--- config.mk ---
export PLATFORM = sky130hd
export DESIGN_NAME = gpio_bank_ctrl
export DESIGN_NICKNAME = d
export VERILOG_FILES = /design/src/rtl/gpio_bank_pkg.sv /design/src/rtl/gpio_in_sync.sv /design/src/rtl/gpio_addr_decode.sv /design/src/rtl/gpio_bank_regs.sv /design/src/rtl/gpio_bank_ctrl.sv
export SDC_FILE = /design/constraint.sdc
export NUM_CORES = 2
export LEC_CHECK = 0
export BUFFER_PORTS_ARGS = -buffer_cell sky130_fd_sc_hd__buf_2
export CELL_PAD_IN_SITES_DETAIL_PLACEMENT = 0
export CELL_PAD_IN_SITES_GLOBAL_PLACEMENT = 1
export CORE_MARGIN = 2
export CORE_UTILIZATION = 23
export DETAILED_ROUTE_END_ITERATION = 10
export PLACE_DENSITY_LB_ADDON = 0.2
export SYNTH_ARGS = -nofsm -noshare
export SYNTH_HDL_FRONTEND = slang
export SYNTH_HIERARCHICAL = 1
export SYNTH_SLANG_ARGS = --single-unit
--- constraint.sdc ---
create_clock -name clk -period 12.8 [get_ports clk]
set_clock_uncertainty 0.15 [all_clocks]
set_input_delay 2.56 -clock clk [delete_from_list [all_inputs] [get_ports clk]]
set_output_delay 2.56 -clock clk [all_outputs]
set_load 0.1 [all_outputs]
--- src/rtl/gpio_bank_pkg.sv ---
package gpio_bank_pkg;

   typedef enum logic [2:0] {
      RK_NONE,
      RK_LEVEL,
      RK_DIR,
      RK_SET,
      RK_CLR,
      RK_ALT_LO,
      RK_ALT_HI
   } reg_kind_e;

   typedef struct packed {
      reg_kind_e  kind;
      logic [1:0] bank;
   } reg_sel_t;

   localparam int unsigned MAX_BANKS   = 4;
   localparam int unsigned OFFSET_BITS = 9;   // decoded window is 0x000..0x1FF
   localparam int unsigned ALT_FIRST   = 'h54 >> 2;
   localparam int unsigned ALT_LAST    = 'h70 >> 2;

   // group index inside a window: level, direction, set, clear
   function automatic reg_kind_e group_kind(input int unsigned g);
      case (g)
         0:       return RK_LEVEL;
         1:       return RK_DIR;
         2:       return RK_SET;
         3:       return RK_CLR;
         default: return RK_NONE;
      endcase
   endfunction

   function automatic reg_sel_t decode_offset(input logic [OFFSET_BITS-1:0] off);
      reg_sel_t    r;
      int unsigned w;
      r.kind = RK_NONE;
      r.bank = 2'd0;
      w      = int'(off[7:2]);
      if (off[1:0] == 2'b00) begin
         if (!off[8]) begin
            // banks 0..2 interleaved: three consecutive words per group
            if (w < 12) begin
               r.kind = group_kind(w / 3);
               r.bank = 2'(w % 3);
            end else if (w >= ALT_FIRST && w <= ALT_LAST) begin
               r.bank = 2'((w - ALT_FIRST) >> 1);
               r.kind = ((w - ALT_FIRST) % 2 == 1) ? RK_ALT_HI : RK_ALT_LO;
            end
         end else begin
            // bank 3 window keeps the group stride of the first window
            if (w < 12 && (w % 3) == 0) begin
               r.kind = group_kind(w / 3);
               r.bank = 2'd3;
            end
         end
      end
      return r;
   endfunction

endpackage

--- src/rtl/gpio_in_sync.sv ---
module gpio_in_sync #(
   parameter int unsigned WIDTH  = 128,
   parameter int unsigned STAGES = 2
) (
   input  logic             clk,
   input  logic             rst_n,
   input  logic [WIDTH-1:0] d,
   output logic [WIDTH-1:0] q
);

   if (STAGES < 2) begin : g_bad_stages
      $error("gpio_in_sync: STAGES must be at least 2");
   end

   logic [WIDTH-1:0] stage_q [STAGES];

   for (genvar s = 0; s < STAGES; s++) begin : g_stage
      if (s == 0) begin : g_first
         always_ff @(posedge clk) begin
            if (!rst_n) stage_q[s] <= '0;
            else        stage_q[s] <= d;
         end
      end else begin : g_next
         always_ff @(posedge clk) begin
            if (!rst_n) stage_q[s] <= '0;
            else        stage_q[s] <= stage_q[s-1];
         end
      end
   end

   assign q = stage_q[STAGES-1];

endmodule

--- src/rtl/gpio_addr_decode.sv ---
module gpio_addr_decode
   import gpio_bank_pkg::*;
#(
   parameter int unsigned ADDR_W    = 12,
   parameter int unsigned NUM_BANKS = 4
) (
   input  logic [ADDR_W-1:0] addr,
   output reg_sel_t          sel,
   output logic              in_window,
   output logic              mapped
);

   if (ADDR_W < OFFSET_BITS) begin : g_bad_addr
      $error("gpio_addr_decode: ADDR_W must cover the 0x200 window");
   end

   if (ADDR_W > OFFSET_BITS) begin : g_wide
      assign in_window = (addr[ADDR_W-1:OFFSET_BITS] == '0);
   end else begin : g_exact
      assign in_window = 1'b1;
   end

   always_comb begin
      sel    = decode_offset(addr[OFFSET_BITS-1:0]);
      mapped = in_window && (sel.kind != RK_NONE) &&
               (int'(sel.bank) < int'(NUM_BANKS));
   end

endmodule

--- src/rtl/gpio_bank_regs.sv ---
module gpio_bank_regs #(
   parameter int unsigned BANK_W = 32,
   parameter int unsigned DATA_W = 32
) (
   input  logic              clk,
   input  logic              rst_n,
   input  logic              wr_dir,
   input  logic              wr_set,
   input  logic              wr_clr,
   input  logic              wr_alt_lo,
   input  logic              wr_alt_hi,
   input  logic [DATA_W-1:0] wdata,
   input  logic [BANK_W-1:0] in_sync,
   output logic [BANK_W-1:0] dir_q,
   output logic [BANK_W-1:0] lat_q,
   output logic [DATA_W-1:0] alt_lo_q,
   output logic [DATA_W-1:0] alt_hi_q,
   output logic [BANK_W-1:0] level,
   output logic [BANK_W-1:0] drive,
   output logic [BANK_W-1:0] chg
);

   logic [BANK_W-1:0] bits;
   logic [BANK_W-1:0] drive_prev;

   assign bits = wdata[BANK_W-1:0];

   always_ff @(posedge clk) begin
      if (!rst_n) begin
         dir_q    <= '0;
         lat_q    <= '0;
         alt_lo_q <= '0;
         alt_hi_q <= '0;
      end else begin
         if (wr_dir)    dir_q    <= bits;
         if (wr_set)    lat_q    <= lat_q | bits;
         else if (wr_clr) lat_q  <= lat_q & ~bits;
         if (wr_alt_lo) alt_lo_q <= wdata;
         if (wr_alt_hi) alt_hi_q <= wdata;
      end
   end

   always_ff @(posedge clk) begin
      if (!rst_n) drive_prev <= '0;
      else        drive_prev <= drive;
   end

   assign drive = lat_q & dir_q;
   assign level = drive | (in_sync & ~dir_q);
   assign chg   = drive ^ drive_prev;

endmodule

--- src/rtl/gpio_bank_ctrl.sv ---
module gpio_bank_ctrl
   import gpio_bank_pkg::*;
#(
   parameter  int unsigned NUM_BANKS   = 4,
   parameter  int unsigned BANK_W      = 32,
   parameter  int unsigned DATA_W      = 32,
   parameter  int unsigned ADDR_W      = 12,
   parameter  int unsigned SYNC_STAGES = 2,
   localparam int unsigned NPINS       = NUM_BANKS * BANK_W,
   localparam int unsigned ALT_W       = 2 * NPINS
) (
   input  logic              clk,
   input  logic              rst_n,
   input  logic              bus_sel,
   input  logic              bus_wr,
   input  logic [ADDR_W-1:0] bus_addr,
   input  logic [DATA_W-1:0] bus_wdata,
   output logic [DATA_W-1:0] bus_rdata,
   output logic              bus_err,
   input  logic [NPINS-1:0]  pin_in,
   output logic [NPINS-1:0]  pin_out,
   output logic [NPINS-1:0]  pin_oe,
   output logic [NPINS-1:0]  pin_chg,
   output logic [ALT_W-1:0]  alt_sel
);

   if (NUM_BANKS < 1 || NUM_BANKS > MAX_BANKS) begin : g_bad_banks
      $error("gpio_bank_ctrl: NUM_BANKS must be 1..4");
   end
   if (BANK_W < 1 || BANK_W > DATA_W) begin : g_bad_width
      $error("gpio_bank_ctrl: BANK_W must be 1..DATA_W");
   end

   reg_sel_t         sel;
   logic             in_window;
   logic             mapped;
   logic [NPINS-1:0] in_sync;
   logic             wr_hit;

   gpio_addr_decode #(
      .ADDR_W   (ADDR_W),
      .NUM_BANKS(NUM_BANKS)
   ) u_dec (
      .addr     (bus_addr),
      .sel      (sel),
      .in_window(in_window),
      .mapped   (mapped)
   );

   gpio_in_sync #(
      .WIDTH (NPINS),
      .STAGES(SYNC_STAGES)
   ) u_sync (
      .clk  (clk),
      .rst_n(rst_n),
      .d    (pin_in),
      .q    (in_sync)
   );

   assign wr_hit = bus_sel && bus_wr && mapped;

   // per-slot views padded to the full bank count of the address map
   logic [DATA_W-1:0] rd_level [MAX_BANKS];
   logic [DATA_W-1:0] rd_dir   [MAX_BANKS];
   logic [DATA_W-1:0] rd_alt_lo[MAX_BANKS];
   logic [DATA_W-1:0] rd_alt_hi[MAX_BANKS];

   for (genvar b = 0; b < MAX_BANKS; b++) begin : g_slot
      if (b < NUM_BANKS) begin : g_bank
         logic              hit;
         logic [BANK_W-1:0] dir_q, lat_q, level, drive, chg;
         logic [DATA_W-1:0] alt_lo_q, alt_hi_q;

         assign hit = wr_hit && (int'(sel.bank) == b);

         gpio_bank_regs #(
            .BANK_W(BANK_W),
            .DATA_W(DATA_W)
         ) u_regs (
            .clk      (clk),
            .rst_n    (rst_n),
            .wr_dir   (hit && sel.kind == RK_DIR),
            .wr_set   (hit && sel.kind == RK_SET),
            .wr_clr   (hit && sel.kind == RK_CLR),
            .wr_alt_lo(hit && sel.kind == RK_ALT_LO),
            .wr_alt_hi(hit && sel.kind == RK_ALT_HI),
            .wdata    (bus_wdata),
            .in_sync  (in_sync[b*BANK_W +: BANK_W]),
            .dir_q    (dir_q),
            .lat_q    (lat_q),
            .alt_lo_q (alt_lo_q),
            .alt_hi_q (alt_hi_q),
            .level    (level),
            .drive    (drive),
            .chg      (chg)
         );

         assign pin_out[b*BANK_W +: BANK_W] = drive;
         assign pin_oe [b*BANK_W +: BANK_W] = dir_q;
         assign pin_chg[b*BANK_W +: BANK_W] = chg;
         assign alt_sel[2*b*BANK_W +: 2*BANK_W] =
            {alt_hi_q[BANK_W-1:0], alt_lo_q[BANK_W-1:0]};

         assign rd_level [b] = DATA_W'(level);
         assign rd_dir   [b] = DATA_W'(dir_q);
         assign rd_alt_lo[b] = alt_lo_q;
         assign rd_alt_hi[b] = alt_hi_q;
      end else begin : g_absent
         assign rd_level [b] = '0;
         assign rd_dir   [b] = '0;
         assign rd_alt_lo[b] = '0;
         assign rd_alt_hi[b] = '0;
      end
   end

   logic [DATA_W-1:0] rdata_d;

   always_comb begin
      rdata_d = '0;
      if (bus_sel && !bus_wr && mapped) begin
         case (sel.kind)
            RK_LEVEL:  rdata_d = rd_level [sel.bank];
            RK_DIR:    rdata_d = rd_dir   [sel.bank];
            RK_ALT_LO: rdata_d = rd_alt_lo[sel.bank];
            RK_ALT_HI: rdata_d = rd_alt_hi[sel.bank];
            default:   rdata_d = '0;   // set and clear words read zero
         endcase
      end
   end

   always_ff @(posedge clk) begin
      if (!rst_n) begin
         bus_rdata <= '0;
         bus_err   <= 1'b0;
      end else begin
         bus_rdata <= rdata_d;
         bus_err   <= bus_sel && in_window && !mapped;
      end
   end

endmodule

After elaboration in Yosys (flattened, before gate mapping). Memories as Yosys holds them, arrays and structs flattened. Index checks and enable logic that the tools add are counted.

Memories kept: 1. Register bits after elaboration: 673. Output and inout bits: 673. Logic and storage cells: 152. RAM bits: 256. Latch bits: 0. Bits in read-only memories: 0.

Memories: u_sync.stage_q (words 2, bits a word 128, rd ports 2, clocked after Yosys merged registers in 0, write ports 2, line gpio_in_sync.sv:15) `logic [WIDTH-1:0] stage_q [STAGES];`.

Divide/modulo/power cells: 2. Magnitude comparators: 4. $mul: 0. Bitwise logic cells: 32. Mux-type cells: 32. Equal/unequal tests: 12. Shift-type cells: 0. Reductions and logical operators: 46. $add $sub $neg: 1.

Operators with widths (number): 2-to-1 mux 32 bit (16); AND 32 bit (12); binary-select mux 32 bit (select 2 bit) (4); 2-to-1 mux 128 bit (2); OR 32 bit (8); NOT 32 bit (5); case mux 32 bit (4 select lines) (1); bitwise XOR 32 bit (4); equality test 32 x 2 -> 1 bit, second input constant (2); logical NOT 32 bit (2); logical AND 1 bit (33); divider 6 x 2 -> 32 bit, second input constant (1); equality test 32 x 1 -> 1 bit, second input constant (1); remainder unit 6 x 2 -> 32 bit, second input constant (1); 2-to-1 mux 5 bit (5); case mux 3 bit (4 select lines) (1); equality test 3 bit, second input constant (3); nonzero test 2 bit (4); equality test 3 x 2 -> 1 bit, second input constant (2); >= comparator 6 x 5 -> 1 bit, second input constant (1); less-or-equal comparator 6 x 5 -> 1 bit, second input constant (1); less-than comparator 6 x 4 -> 1 bit, second input constant (1); equality test 2 bit, second input constant (2); logical NOT 2 bit (2); 12 further kinds (15).

Longest topological paths before layout.
Word-level depth: 13. Depth in mapped cells: 29. Depth with buffers taken out: 22.

Modules after synthesis. The synthesis kept the hierarchy.

Modules (own cells, without submodules): gpio_bank_regs (area an instance 6641.4 µm², times used 4, cells an instance 679); gpio_in_sync (area an instance 6870.3 µm², times used 1, cells an instance 540); gpio_bank_ctrl (area an instance 5320.1 µm², times used 1, cells an instance 442); gpio_addr_decode (area an instance 839.6 µm², times used 1, cells an instance 110).

Worst setup path after synthesis. Ideal clock, no wire load.

Kind: in2reg. Start point: input bus_addr[6]. End point: register g_slot[0].g_bank.u_regs.dir_q[0]. Required time: 12530 ps. Slack: 4201 ps. Arrival time: 8329 ps. Path buffers: 8. Stages: 29. Cell sequence: buf_4 -> clkbuf_1 -> ha_1 -> and4bb_1 -> o221ai_1 -> nand3_2 -> ha_1 -> nor2_1 -> inv_1 -> or3_1 -> buf_2 -> xnor2_1 -> ha_1 -> or3_1 -> or4_1 -> a21oi_4 -> nand2_2 -> mux2_1 -> a211oi_1 -> nor2_1 -> buf_2 -> buf_2 -> buf_2 -> or3b_1 -> nor2_1 -> buf_2 -> buf_6 -> mux2i_1 -> nor2b_1.

RTL lines: start: declaration (line gpio_bank_ctrl.sv:16) `input logic [ADDR_W-1:0] bus_addr,`; end signal: assignment (line gpio_bank_regs.sv:35) `if (wr_dir) dir_q <= bits;`; end: declaration (line gpio_bank_regs.sv:14) `output logic [BANK_W-1:0] dir_q,`.

==> results.yml <==
outcome:
  outcome: "finished, final reports clean"
sta:
  final-max-slew-violation-count: 0
  fin_tns_setup_ns: 0
  maxSlewHeadroom_pct: 6.57
  rsz0062_at_grt: "no"
  max_clock_freq_mhz: 101
  period_needed_ns: 9.90
  finalCritPeriodShare_pct: 77.4
  hold_viol: 0
  setup_viol: 0
  worstMarginPinSlew_ns: 1.40
placement:
  io_buffer_count: 848
  dp_hpwl_um: 118000
  gp_congestion: 0.806
  place_inst: 6769
synthesis:
  yosys_warnings: 6
  syn-cell-area_um2: 39600
  synth_edf_count: 0
  avgSynthCellArea_um2: 10.4
  synth.net_count: 3991
  ys_types: 66
  yosysTopAreaCell: "dfxtp_1"
  synth_flop_cell: "dfxtp_1"
  synth.top_cells.by_area: "dfxtp_1 (47%), mux2i_1 (11%), nor2b_1 (6.2%)"
  yosys-top-cells-count: "dfxtp_1 (929), mux2i_1 (449), nor2b_1 (391), inv_1 (263), nand2_1 (259)"
  yosys.cell_count.top_type: "dfxtp_1"
  synth_top_area_share_pct: 47.0
  ys_seq_area_share_pct: 47.0
  ys_ff_latch: 929
  synth-async-reset-ratio_pct: 0
  syn_inst: 3808
clock_tree:
  ctsRootBufferMaster: "clkbuf_16"
  clock_latency_ns: 0.75
  cts_tree: "done"
  clkTransAtPathRegs_ns: 0.05
  cts_sinks: 929
  cts_resized: 0
  cts_setup_buffers: 0
  cts_buffers: 113
  cts-htree-levels: 3
  clock_path_buffers: 3
  ctsHoldBuffers: 0
worst_setup_path:
  start_kind: "input pin"
  endpoint_kind: "flop"
  worst-endpoint-arrival_ns: 10.39
  slowest_stage: "nor2_4"
  cp.required_ns: 13.29
  worst-setup-path-type: "input pin to flop"
  crit_chain: "buf_2 -> ha_1 -> and4bb_1 -> o221ai_1 -> nand3_2 -> ha_1 -> nor2_1 -> inv_1 -> or3_1 -> xnor2_1 -> ha_1 -> or3_1 -> or4_1 -> a21oi_4 -> nand3_2 -> a2111oi_2 -> a21boi_2 -> nor2_4 -> buf_4 -> nand3_1 -> nor2_4 -> buf_4 -> mux2i_1 -> nor2b_1"
  cpPeakStageDelay_ns: 0.86
  path_buf_inv: 4
  crit_fanout: 51
  crit_family: "simple AND/OR/NAND/NOR gates"
  cpMostUsedCell: "ha_1"
drt:
  vias: 30400
  via_per_inst: 4.36
  dr.pass1.iters: 7
  ant_nets: 0
  wl_per_cell_um: 24.8
  dr.first_iter.drc_count: 1665
  drc: 0
  wirelength_um: 173000
floorplan:
  fp.dieArea_um2: 175000
  row_count: 152
  core_um2: 171000
  io-pin-count: 849
  start_util_pct: 23.1
  die_h_um: 419
  die_w_um: 419
final_layout:
  drive_gt1_share_pct: 26.6
  instances_no_fill: 6971
  nets: 4757
  area_growth_pct: 24.8
flow_run:
  drv_cap: 0
global_routing:
  grt_pass1_vias: 30000
  gr-usage-all-layers_pct: 19.0
  grt_pass1_wl_um: 238000
  grt_max_degree: 212
  antenna_found_initial: 17
  grt_overflow: 0
power_and_ir_drop:
  leakagePower_uw: 0.0207
  internal-power_uw: 4910
  switching_share_pct: 23.4
  ir_drop_mv: 0.102
  pwr-share-comb_pct: 4.1
  net-switching-power_uw: 1500
  p_per_area_nw_per_um2: 130
  clock_power_share_pct: 50.1
  p_total_uw: 6410
  power_frac_seq_pct: 45.9
hold_path:
  min_path_type: "flop to flop"
==> logic make-up (layout without fill, tap and decap cells) <==
| logic type | after synthesis | in the layout | share of synthesized area [%] |
|---|---|---|---|
| buffers and inverters | 506 | 1353 | 6.41 |
| adders and majority gates | 7 | 7 | 0.221 |
| muxes | 547 | 547 | 16.9 |
| AOI/OAI and AO/OA | 353 | 353 | 7.16 |
| and+or+nand+nor | 1331 | 1331 | 19.4 |
| DFF | 929 | 929 | 47.0 |
| xor gates and xnor gates | 135 | 135 | 2.99 |
| other | 0 | 6 | 0 |
==> path summary, 6_finish.rpt <==
path	startpoint	end	slack, ns	depth (start not counted)
worst max register to register	g_slot[1].g_bank.u_regs/alt_hi_q[11]	bus_rdata[11]	10.97	3
worst min register to register	u_sync/stage_q[0][126]	u_sync/stage_q[1][126]	0.27	1
worst min-delay path	u_sync/stage_q[0][126]	u_sync/stage_q[1][126]	0.27	1
worst max-delay path	bus_addr[7]	g_slot[3].g_bank.u_regs/alt_hi_q[23]	2.90	24
==> power by group through the flow <==
stage	clock network [uW]	logic [uW]	registers (uW)
after detailed placement	0	264	3000
after global placement	0	264	3000
final	3210	260	2940
after CTS	3310	265	2940
after floorplan	0	158	3000
after global routing	3420	284	2940
==> per-stage QoR <==
step                hold WS, ns  setup slack, ns  utilization, %  area (um2)
finish                    0.274             2.90            28.8       49400
global route              0.287             2.55            28.8       49400
CTS                       0.274             2.95            28.8       49400
detailed placement        0.261             2.14            26.7       45800
global placement          0.265             2.32            26.7       45800
floorplan                 0.256             4.20               -       39600
==> layer usage <==
layer	global-route usage, %	up-vias	part of all wire [%]
met5	0	-	0.031
met4	6.85	8	3.6
met3	3.62	217	4.3
met2	33.0	734	50
met1	23.1	15100	42
li1	-	14400	-
==> layout make-up <==
cell class / count / area (um2)
sequential: 929 / 18600
fill: 18200 / 122000
antenna: 6 / 15.0
tap: 2310 / 2890
clock inverter: 33 / 318
multi-input combinational: 2373 / 18600
clock buffer: 163 / 3320
timing repair buffer: 894 / 4650
inverter: 263 / 987
==> worst reg2reg max path, cell delays in order (launching register included) <==
cell     delay (ns)
dfxtp_1        0.35
mux4_2         0.57
nor2b_1        0.18
o41a_1         0.45
==> layout by cell type (no fill, tap or decap), drive strengths merged, types with 128 or more instances in the layout <==
cell	count
mux2i	449
xnor2	131
o21ai	132
buf	894
nor2b	392
dfxtp	929
and3	258
nand2	260
and2	258
a31o	128
inv	265
clkbuf	163
No activity file was read; power rests on OpenSTA's default activity.
